**src/rtl/crsc_pkg.sv**
```systemverilog
// Shared constants and types for the crypto service request controller.
// Assumes a single-block request and byte-wide channel and memory.
package crsc_pkg;

    localparam int DESC_LEN  = 44;
    localparam int BLK_BYTES = 16;
    localparam int RESP_LEN  = 6;

    localparam logic [7:0] CMD_KEY128 = 8'd3;
    localparam logic [7:0] CMD_KEY256 = 8'd6;

    localparam logic [7:0] STS_BUS     = 8'd127;
    localparam logic [7:0] STS_NOLIC   = 8'd253;
    localparam logic [7:0] STS_FACTORY = 8'd254;
    localparam logic [7:0] STS_USER    = 8'd255;

    typedef enum logic [2:0] {
        FK_NONE    = 3'd0,
        FK_BUS     = 3'd1,
        FK_NOLIC   = 3'd2,
        FK_FACTORY = 3'd3,
        FK_USER    = 3'd4,
        FK_OTHER   = 3'd5
    } fault_t;

    typedef enum logic [3:0] {
        S_IDLE, S_DESC, S_SRC, S_TX, S_WAIT, S_RX, S_CHECK, S_READ, S_FIN
    } state_t;

endpackage

```
**src/rtl/crsc_desc_byte.sv**
```systemverilog
// Combinational parameter-record byte generator.
// Returns the byte at offset idx (0..43) of the request record.
// Assumes idx stays in range; out-of-range offsets return zero.
module crsc_desc_byte (
    input  logic [5:0]   idx,
    input  logic [127:0] key,
    input  logic [127:0] iv,
    input  logic         decrypt,
    input  logic [1:0]   opmode,
    input  logic [31:0]  dst_ptr,
    input  logic [31:0]  src_ptr,
    output logic [7:0]   byte_o
);

    // Select the field that covers this offset.
    always_comb begin
        byte_o = 8'h00;
        if (idx < 6'd16)
            byte_o = key[{idx[3:0], 3'b000} +: 8];
        else if (idx < 6'd32)
            byte_o = iv[{idx[3:0], 3'b000} +: 8];
        else if (idx == 6'd32)
            byte_o = 8'h01;
        else if (idx == 6'd34)
            byte_o = {decrypt, 5'b00000, opmode};
        else if (idx >= 6'd36 && idx < 6'd40)
            byte_o = dst_ptr[{idx[1:0], 3'b000} +: 8];
        else if (idx >= 6'd40 && idx < 6'd44)
            byte_o = src_ptr[{idx[1:0], 3'b000} +: 8];
    end

endmodule

```
**src/rtl/crsc_wait_timer.sv**
```systemverilog
// Response-wait cycle counter.
// Counts cycles while run is high and flags when the count reaches limit.
// Assumes run drops between waits so each wait starts from zero.
module crsc_wait_timer #(
    parameter int TMO_W = 16
) (
    input  logic             clk,
    input  logic             rst_n,
    input  logic             run,
    input  logic [TMO_W-1:0] limit,
    output logic             hit
);

    logic [TMO_W-1:0] count;

    // Advance while waiting, saturating at the top value.
    always_ff @(posedge clk) begin
        if (!rst_n || !run)
            count <= '0;
        else if (count != {TMO_W{1'b1}})
            count <= count + 1'b1;
    end

    assign hit = run && (count >= limit);

endmodule

```
**src/rtl/crsc_resp_check.sv**
```systemverilog
// Reply collector: captures the echoed command and status of a six-byte
// reply and classifies the status. Assumes the caller stops taking bytes
// after last_take.
module crsc_resp_check
    import crsc_pkg::*;
(
    input  logic       clk,
    input  logic       rst_n,
    input  logic       clear,
    input  logic       take,
    input  logic [7:0] rx_byte,
    input  logic [7:0] exp_cmd,
    output logic       last_take,
    output logic       echo_ok,
    output logic [7:0] status,
    output fault_t     fault
);

    logic [2:0] cnt;
    logic [7:0] cmd_r;

    // Count reply bytes and capture the command and status ones.
    always_ff @(posedge clk) begin
        if (!rst_n) begin
            cnt    <= '0;
            cmd_r  <= '0;
            status <= '0;
        end else if (clear) begin
            cnt <= '0;
        end else if (take) begin
            cnt <= cnt + 1'b1;
            if (cnt == 3'd0) cmd_r  <= rx_byte;
            if (cnt == 3'd1) status <= rx_byte;
        end
    end

    assign last_take = take && (cnt == 3'(RESP_LEN - 1));
    assign echo_ok   = (cmd_r == exp_cmd);

    // Map the raw status to a fault class.
    always_comb begin
        case (status)
            8'd0:        fault = FK_NONE;
            STS_BUS:     fault = FK_BUS;
            STS_NOLIC:   fault = FK_NOLIC;
            STS_FACTORY: fault = FK_FACTORY;
            STS_USER:    fault = FK_USER;
            default:     fault = FK_OTHER;
        endcase
    end

    AST_RESP_BOUNDED: assert property (@(posedge clk) disable iff (!rst_n)
        take |-> cnt < 3'(RESP_LEN));

endmodule

```
**src/rtl/crypto_svc_ctrl.sv**
```systemverilog
// Crypto service request controller (top).
// Writes the request record and source block to byte memory, sends the
// command and record pointer, waits for the reply, checks it, and reads
// the output block. Alternates counter encryption with decryption of the
// latest ciphertext. Assumes rx_ok stays high until the reply is drained
// and memory read data arrives one cycle after the read.
module crypto_svc_ctrl
    import crsc_pkg::*;
#(
    parameter int ADDR_W    = 8,
    parameter int DESC_BASE = 0,
    parameter int SRC_BASE  = 64,
    parameter int DST_BASE  = 128,
    parameter int TMO_W     = 16
) (
    input  logic              clk,
    input  logic              rst_n,
    input  logic              start,
    input  logic              key_sel,
    input  logic [1:0]        opmode,
    input  logic [127:0]      key_in,
    input  logic [127:0]      iv_in,
    input  logic [TMO_W-1:0]  timeout_cycles,
    output logic              tx_valid,
    output logic [7:0]        tx_data,
    input  logic              tx_ready,
    input  logic              rx_ok,
    input  logic              rx_valid,
    input  logic [7:0]        rx_data,
    output logic              rx_ready,
    output logic              mem_en,
    output logic              mem_we,
    output logic [ADDR_W-1:0] mem_addr,
    output logic [7:0]        mem_wdata,
    input  logic [7:0]        mem_rdata,
    output logic              busy,
    output logic              done,
    output logic [127:0]      result,
    output logic              did_decrypt,
    output logic [7:0]        status_code,
    output logic [2:0]        fault_kind,
    output logic              cmd_mismatch,
    output logic              timed_out
);

    localparam logic [ADDR_W-1:0] DESC_A   = ADDR_W'(DESC_BASE);
    localparam logic [ADDR_W-1:0] SRC_A    = ADDR_W'(SRC_BASE);
    localparam logic [ADDR_W-1:0] DST_A    = ADDR_W'(DST_BASE);
    localparam logic [31:0]       DESC_PTR = 32'(DESC_BASE);
    localparam logic [5:0]        DESC_LAST = 6'(DESC_LEN - 1);
    localparam logic [5:0]        BLK_LAST  = 6'(BLK_BYTES - 1);

    state_t       state;
    logic [5:0]   idx;
    logic         ks_q, phase_dec, run_ok;
    logic [1:0]   om_q;
    logic [127:0] key_q, iv_q, ctr, last_ct, res_buf;
    logic [7:0]   cmd_q, desc_b, src_b, resp_status;
    logic [127:0] src_blk;
    logic         tmo_hit, last_take, echo_ok, accept;
    fault_t       resp_fault;

    assign accept  = (state == S_IDLE) && start;
    assign busy    = (state != S_IDLE);
    assign cmd_q   = ks_q ? CMD_KEY256 : CMD_KEY128;
    assign src_blk = phase_dec ? last_ct : ctr;
    assign src_b   = src_blk[{4'd15 - idx[3:0], 3'b000} +: 8];

    crsc_desc_byte u_desc (
        .idx     (idx),
        .key     (key_q),
        .iv      (iv_q),
        .decrypt (phase_dec),
        .opmode  (om_q),
        .dst_ptr (32'(DST_BASE)),
        .src_ptr (32'(SRC_BASE)),
        .byte_o  (desc_b)
    );

    crsc_wait_timer #(.TMO_W(TMO_W)) u_timer (
        .clk   (clk),
        .rst_n (rst_n),
        .run   (state == S_WAIT),
        .limit (timeout_cycles),
        .hit   (tmo_hit)
    );

    crsc_resp_check u_resp (
        .clk       (clk),
        .rst_n     (rst_n),
        .clear     (accept),
        .take      (rx_valid && rx_ready),
        .rx_byte   (rx_data),
        .exp_cmd   (cmd_q),
        .last_take (last_take),
        .echo_ok   (echo_ok),
        .status    (resp_status),
        .fault     (resp_fault)
    );

    // Drive the channel and memory strobes from the current state.
    always_comb begin
        tx_valid  = 1'b0;
        tx_data   = 8'h00;
        rx_ready  = 1'b0;
        mem_en    = 1'b0;
        mem_we    = 1'b0;
        mem_addr  = '0;
        mem_wdata = 8'h00;
        case (state)
            S_DESC: begin
                mem_en    = 1'b1;
                mem_we    = 1'b1;
                mem_addr  = DESC_A + ADDR_W'(idx);
                mem_wdata = desc_b;
            end
            S_SRC: begin
                mem_en    = 1'b1;
                mem_we    = 1'b1;
                mem_addr  = SRC_A + ADDR_W'(idx);
                mem_wdata = src_b;
            end
            S_TX: begin
                tx_valid = 1'b1;
                tx_data  = (idx == 6'd0) ? cmd_q
                                         : DESC_PTR[{idx[1:0] - 2'd1, 3'b000} +: 8];
            end
            S_RX:   rx_ready = 1'b1;
            S_READ: begin
                mem_en   = ~idx[4];
                mem_addr = DST_A + ADDR_W'(idx);
            end
            default: ;
        endcase
    end

    // Sequence one request and hold its outcome until the next start.
    always_ff @(posedge clk) begin
        if (!rst_n) begin
            state        <= S_IDLE;
            idx          <= '0;
            ks_q         <= 1'b0;
            om_q         <= '0;
            key_q        <= '0;
            iv_q         <= '0;
            phase_dec    <= 1'b0;
            run_ok       <= 1'b0;
            ctr          <= '0;
            last_ct      <= '0;
            res_buf      <= '0;
            done         <= 1'b0;
            result       <= '0;
            did_decrypt  <= 1'b0;
            status_code  <= '0;
            fault_kind   <= '0;
            cmd_mismatch <= 1'b0;
            timed_out    <= 1'b0;
        end else begin
            done <= 1'b0;
            case (state)
                S_IDLE: if (start) begin
                    ks_q         <= key_sel;
                    om_q         <= opmode;
                    key_q        <= key_in;
                    iv_q         <= iv_in;
                    run_ok       <= 1'b0;
                    status_code  <= '0;
                    fault_kind   <= '0;
                    cmd_mismatch <= 1'b0;
                    timed_out    <= 1'b0;
                    idx          <= '0;
                    state        <= S_DESC;
                end
                S_DESC: begin
                    idx   <= (idx == DESC_LAST) ? 6'd0 : idx + 6'd1;
                    state <= (idx == DESC_LAST) ? S_SRC : S_DESC;
                end
                S_SRC: begin
                    idx   <= (idx == BLK_LAST) ? 6'd0 : idx + 6'd1;
                    state <= (idx == BLK_LAST) ? S_TX : S_SRC;
                end
                S_TX: if (tx_ready) begin
                    idx   <= (idx == 6'd4) ? 6'd0 : idx + 6'd1;
                    state <= (idx == 6'd4) ? S_WAIT : S_TX;
                end
                S_WAIT: begin
                    if (rx_ok) begin
                        state <= S_RX;
                    end else if (tmo_hit) begin
                        timed_out <= 1'b1;
                        state     <= S_FIN;
                    end
                end
                S_RX: if (last_take) state <= S_CHECK;
                S_CHECK: begin
                    if (!echo_ok) begin
                        cmd_mismatch <= 1'b1;
                        state        <= S_FIN;
                    end else if (resp_status != 8'd0) begin
                        status_code <= resp_status;
                        fault_kind  <= resp_fault;
                        state       <= S_FIN;
                    end else begin
                        idx   <= '0;
                        state <= S_READ;
                    end
                end
                S_READ: begin
                    if (idx != 6'd0) res_buf <= {res_buf[119:0], mem_rdata};
                    if (idx == 6'(BLK_BYTES)) begin
                        run_ok <= 1'b1;
                        state  <= S_FIN;
                    end else begin
                        idx <= idx + 6'd1;
                    end
                end
                S_FIN: begin
                    done        <= 1'b1;
                    did_decrypt <= phase_dec;
                    state       <= S_IDLE;
                    if (run_ok) begin
                        result    <= res_buf;
                        phase_dec <= ~phase_dec;
                        if (!phase_dec) begin
                            ctr     <= ctr + 128'd1;
                            last_ct <= res_buf;
                        end
                    end
                end
                default: state <= S_IDLE;
            endcase
        end
    end

    AST_RX_AFTER_OK: assert property (@(posedge clk) disable iff (!rst_n)
        rx_ready |-> rx_ok);
    AST_TX_HOLD: assert property (@(posedge clk) disable iff (!rst_n)
        tx_valid && !tx_ready |=> tx_valid && $stable(tx_data));
    AST_DONE_PULSE: assert property (@(posedge clk) disable iff (!rst_n)
        done |=> !done);
    AST_ONE_ERROR: assert property (@(posedge clk) disable iff (!rst_n)
        $onehot0({timed_out, cmd_mismatch, status_code != 8'd0}));
    AST_STATUS_HELD: assert property (@(posedge clk) disable iff (!rst_n)
        !busy && !start |=> $stable(status_code) && $stable(fault_kind));
    AST_NO_READ_ON_ERR: assert property (@(posedge clk) disable iff (!rst_n)
        (cmd_mismatch || status_code != 8'd0 || timed_out) |-> !(mem_en && !mem_we));
    AST_IDLE_QUIET: assert property (@(posedge clk) disable iff (!rst_n)
        !busy |-> !mem_en && !tx_valid && !rx_ready);

endmodule

```
**config.mk**
```make
export PLATFORM = sky130hd
export DESIGN_NAME = crypto_svc_ctrl
export DESIGN_NICKNAME = d
export VERILOG_FILES = /design/src/rtl/crsc_pkg.sv /design/src/rtl/crsc_desc_byte.sv /design/src/rtl/crsc_wait_timer.sv /design/src/rtl/crsc_resp_check.sv /design/src/rtl/crypto_svc_ctrl.sv
export SDC_FILE = /design/constraint.sdc
export NUM_CORES = 2
export LEC_CHECK = 0
export CAP_MARGIN = 20
export CORE_UTILIZATION = 52
export DETAILED_ROUTE_END_ITERATION = 8
export DONT_BUFFER_PORTS = 1
export GPL_TIMING_DRIVEN = 0
export HOLD_SLACK_MARGIN = 0.02
export PLACE_DENSITY = 0.67
export SETUP_SLACK_MARGIN = 0.15
export SKIP_CTS_REPAIR_TIMING = 1
export SYNTH_ARGS = -nofsm -noshare
export SYNTH_HDL_FRONTEND = slang
export SYNTH_SLANG_ARGS = --single-unit
```
**constraint.sdc**
```tcl
create_clock -name clk -period 3.2 [get_ports clk]
set_clock_uncertainty 0.05 [all_clocks]
set_input_delay 0.16 -clock clk [delete_from_list [all_inputs] [get_ports clk]]
set_output_delay 0.16 -clock clk [all_outputs]
set_load 0.01 [all_outputs]
```
==> results.md <==
- First-pass GRT wire length: approximately 190 mm
- Post-synth ARST share: 0%
- Slack of the critical path: -122 ps
- Cells on Worst Hold Path: 3
- Switching power summed over all nets: ~9.4 mW
- Worst min-delay path class: input pin to register
- Total Nets Final: 5117
- Num CTS Buffers: 87
- Transition time at the pin with the least slew margin: between 1000 and 1500 ps
- Register-to-Register Path Depth: 8
- Number of rows created at floorplan: 95
- Power density relative to cell area: 655 nW/um^2
- Vias/cell: roughly 6.3
- Post-synthesis sequential element count: ~830
- Share of the synthesized netlist area taken by xor and xnor gates: between 1.5 and 2%
- CP Data Arrival Time: 3110 ps
- Register-to-register setup slack: ~30 ps
- Post-route ant nets: 0
- Number of port buffers: 0
- Fraction of the mapped netlist area in compound gates: about 14%
- Synth Warn #: 0
- Number of antenna violations at the first check in global routing: 16
- Core ar.: approximately 68000 um^2
- Count of final hold-check violations: 0
- Signed area change from the synthesized netlist to the final layout: 21.9%
- Fraction of final layout cells with drive strength greater than 1: 9.68%
- Worst min-delay path endpoint: ctr[60]$_SDFFE_PN0P_
- Worst Path Required: ~3000 ps
- Share of cell area taken by muxes after synthesis: roughly 8.6%
- Synth Instances: around 4.4k
- Global-route total usage across every layer: between 30% and 40%
- Placed cells: around 5.3k
- Vertical die dimension: approximately 260 um
- Final Max Slew Viols: 0
- Worst max-slew margin expressed relative to the limit: roughly an eighth
- Post-detailed-placement half-perimeter wirelength: 98.9 mm
- Buffer cell driving the clock tree root: sky130_fd_sc_hd__clkbuf_16
- Sequential cell area fraction in the yosys report: between 40% and 50%
- Reg2reg start: state[3]$_SDFFE_PN0P_
- Total wire length: ~140 mm
- Initial Util: between 50 and 60%
- Switching Fraction: between 30 and 40%
- Synth Area in Simple Gates: between 20% and 30%
- Top-Level Pins: ~470
- Post-synthesis adder-cell area fraction: 0.838%
- Iteration-0 DRC Markers: between 5k and 6k
- Hold Slack: between 40 and 50 ps
- DP Worst Slack: -924 ps
- EDFF count, synth: 0
- Internal Power: 19.2 mW
- Endpoint of the worst register-to-register path: iv_q[48]$_SDFFE_PN0P_
- Detailed-route via count: 36.1k
- Number of library cell types mapped by synthesis: 78
- Via count of the first global-routing pass: between 30k and 40k
- Final cycle utilization of the critical path: 104%
- Dominant combinational cell family by area after synthesis: simple AND/OR/NAND/NOR gates
- Clock H-tree levels: 3
- Number of buffers on the longest clock path: 3
- Width of the chip: about 260 um
- Top FF cell, synth: sky130_fd_sc_hd__dfxtp_1
- CTS tree: yes
- Synth Cell Area: 35800 um^2
- GR Overflow Total: 0
- DR DRC count: 0
- Flop pwr share: roughly two fifths
- Violations in the final reports: setup timing
- DIE AREA: approximately 70000 um^2
- Wire length per cell after detailed routing: between 20 and 25 um
- Gate power share: 24.3%
- Crit Path Category: register to primary output
- Maximum capacitance violations: 0
- Pin count of the biggest net entering global routing: 15
- Number of setup violations in the final report: 8
- Part of the power in the clock network: 35.2%
- Start point of the worst hold path: rst_n
- CP Capture Type: primary output
- Clock transition at the registers of the reported paths: 60 ps
- Number of clock sinks seen by CTS: approximately 830
- Element type at the critical path start: register
- Total leakage power: around 15 nW
- Critical Path Fanout Max: 10
- Peak supply drop: around 0.46 mV
- Unrepaired setup endpoints after global routing: true
- Post-route minimum period: about 3300 ps
- Count of placed standard cells in the final layout, fillers left out: 5746
- Fmax achieved: about 0.30 GHz
- Insertion delay of the later-clocked pin in the worst-skew pair: between 600 and 700 ps
- Synthesized area divided by synthesized cell count: 8.18 um^2
- Final weighted congestion of routability-driven global placement: slightly above 1
- Drt pass-1 iters: 7
- Outcome: finished with violations
## metal layers
layer	up-vias	track usage [%]	share of wire [%]
met5	-	0	0.018
met4	4	14.9	6.1
met3	643	9.38	14
met2	2633	51.4	41
met1	16900	52.3	39
li1	15900	-	-
## state kept, by name, summed over array words and instances, names as in the netlist, 2 cells and up
name           count
res_buf          128
u_resp.status      8
key_q            128
om_q               2
state              4
idx                6
last_ct          128
iv_q             128
ctr              128
u_timer.count     16
fault_kind         3
u_resp.cmd_r       8
u_resp.cnt         3
result           128
status_code        8
## through the flow
stage          util, %  setup TNS (ps)  power, mW  area [um^2]
2_1_floorplan        -               0       15.3        35800
3_3_place_gp      54.6         -319420       17.2        36900
3_5_place_dp      54.8         -118360       17.4        37000
4_1_cts           58.9         -132480       27.2        39800
5_1_grt           64.6            -332       29.3        43700
6_report          64.6            -418       28.6        43700
## cell usage after synthesis (7+ instances only)
library cell / number / share of area (%)
sky130_fd_sc_hd__and3_1: 23 / 0.40
sky130_fd_sc_hd__and2_1: 16 / 0.28
sky130_fd_sc_hd__or4_1: 45 / 0.94
sky130_fd_sc_hd__mux2i_1: 15 / 0.42
sky130_fd_sc_hd__a31oi_1: 7 / 0.12
sky130_fd_sc_hd__clkbuf_1: 280 / 2.9
sky130_fd_sc_hd__nor3_1: 33 / 0.46
sky130_fd_sc_hd__ha_1: 24 / 0.84
sky130_fd_sc_hd__nor2_1: 144 / 1.5
sky130_fd_sc_hd__o31ai_1: 37 / 0.78
sky130_fd_sc_hd__a22oi_1: 37 / 0.78
sky130_fd_sc_hd__nand4_1: 65 / 1.1
sky130_fd_sc_hd__nand2_1: 1449 / 15
sky130_fd_sc_hd__nor2b_1: 7 / 0.12
sky130_fd_sc_hd__mux4_2: 129 / 8.1
sky130_fd_sc_hd__buf_1: 22 / 0.23
sky130_fd_sc_hd__a22o_1: 7 / 0.17
sky130_fd_sc_hd__xnor2_1: 32 / 0.78
sky130_fd_sc_hd__or2_2: 7 / 0.12
sky130_fd_sc_hd__nor4_1: 31 / 0.54
sky130_fd_sc_hd__and4_1: 13 / 0.32
sky130_fd_sc_hd__inv_1: 46 / 0.48
sky130_fd_sc_hd__dfxtp_1: 833 / 47
sky130_fd_sc_hd__a21oi_1: 751 / 10
sky130_fd_sc_hd__nand3_1: 96 / 1.3
sky130_fd_sc_hd__o21ai_0: 40 / 0.56
sky130_fd_sc_hd__or3_1: 38 / 0.66
sky130_fd_sc_hd__nand2b_1: 19 / 0.33
sky130_fd_sc_hd__xor2_1: 37 / 0.90
## cell usage in the layout, fill, tap and decap left out, drive strengths merged, types with 23 or more instances in the layout
cell,instances
xor2,37
clkbuf,399
or3,38
buf,80
a21oi,751
dfxtp,833
and3,23
inv,46
nand2,1449
o21ai,42
nor3,33
nor4,36
nand4,68
ha,24
o31ai,37
dlygate4sd3,280
mux4,129
or4,46
a22oi,37
nand3,97
xnor2,32
nor2,144
## power by group through the flow
stage / combinational [mW] / sequential [mW] / clock, mW
floorplan: 3.67 / 11.6 / 0
global placement: 5.44 / 11.7 / 0
detailed placement: 5.61 / 11.7 / 0
CTS: 5.62 / 11.5 / 10.1
global route: 7.17 / 11.6 / 10.5
finish: 6.94 / 11.6 / 10.1
## worst max-delay path by stage
stage                                       from                  endpoint  slack [ps]  depth (start not counted)
after global placement       idx[0]$_SDFFE_PN0P_  res_buf[16]$_SDFFE_PN0P_       -1300                         11
after floorplan              idx[0]$_SDFFE_PN0P_       idx[5]$_SDFFE_PN0P_         440                         10
final                     phase_dec$_SDFFE_PN0P_              mem_wdata[6]        -120                          6
after CTS                    idx[1]$_SDFFE_PN0P_              mem_wdata[0]       -1610                          8
after global routing         idx[0]$_SDFFE_PN0P_              mem_wdata[7]        -150                         11
after detailed placement     idx[1]$_SDFFE_PN0P_              mem_wdata[0]        -920                          8
## worst max-delay path, cell delays in order, from the launching register on
cell and delay (ps):
sky130_fd_sc_hd__dfxtp_1 510, sky130_fd_sc_hd__clkbuf_4 320, sky130_fd_sc_hd__clkbuf_4 290, sky130_fd_sc_hd__mux4_2 340
sky130_fd_sc_hd__a22oi_2 280, sky130_fd_sc_hd__nand4_1 320, sky130_fd_sc_hd__a32o_2 390
## area by class of cell
| class | count | area (um^2) |
|---|---|---|
| flip-flops and latches | 833 | 16700 |
| clock inverters | 27 | 285 |
| inverters | 47 | 188 |
| clock buffers | 123 | 2510 |
| plain buffers | 316 | 1590 |
| diodes | 16 | 40.0 |
| multi-input cells | 3190 | 18100 |
| well taps | 873 | 1090 |
| repair buffers | 321 | 3180 |
| fillers | 5655 | 24000 |
## logic make-up (layout without fill, tap and decap cells)
family	Yosys count	count (layout)
compound gates	928	928
xor+xnor	69	69
fa+ha+maj	24	24
buf+inv	363	834
flops	833	833
mux	146	146
other cells	1	21
simple gates	2018	2018
(Power assumes the default switching activity.)
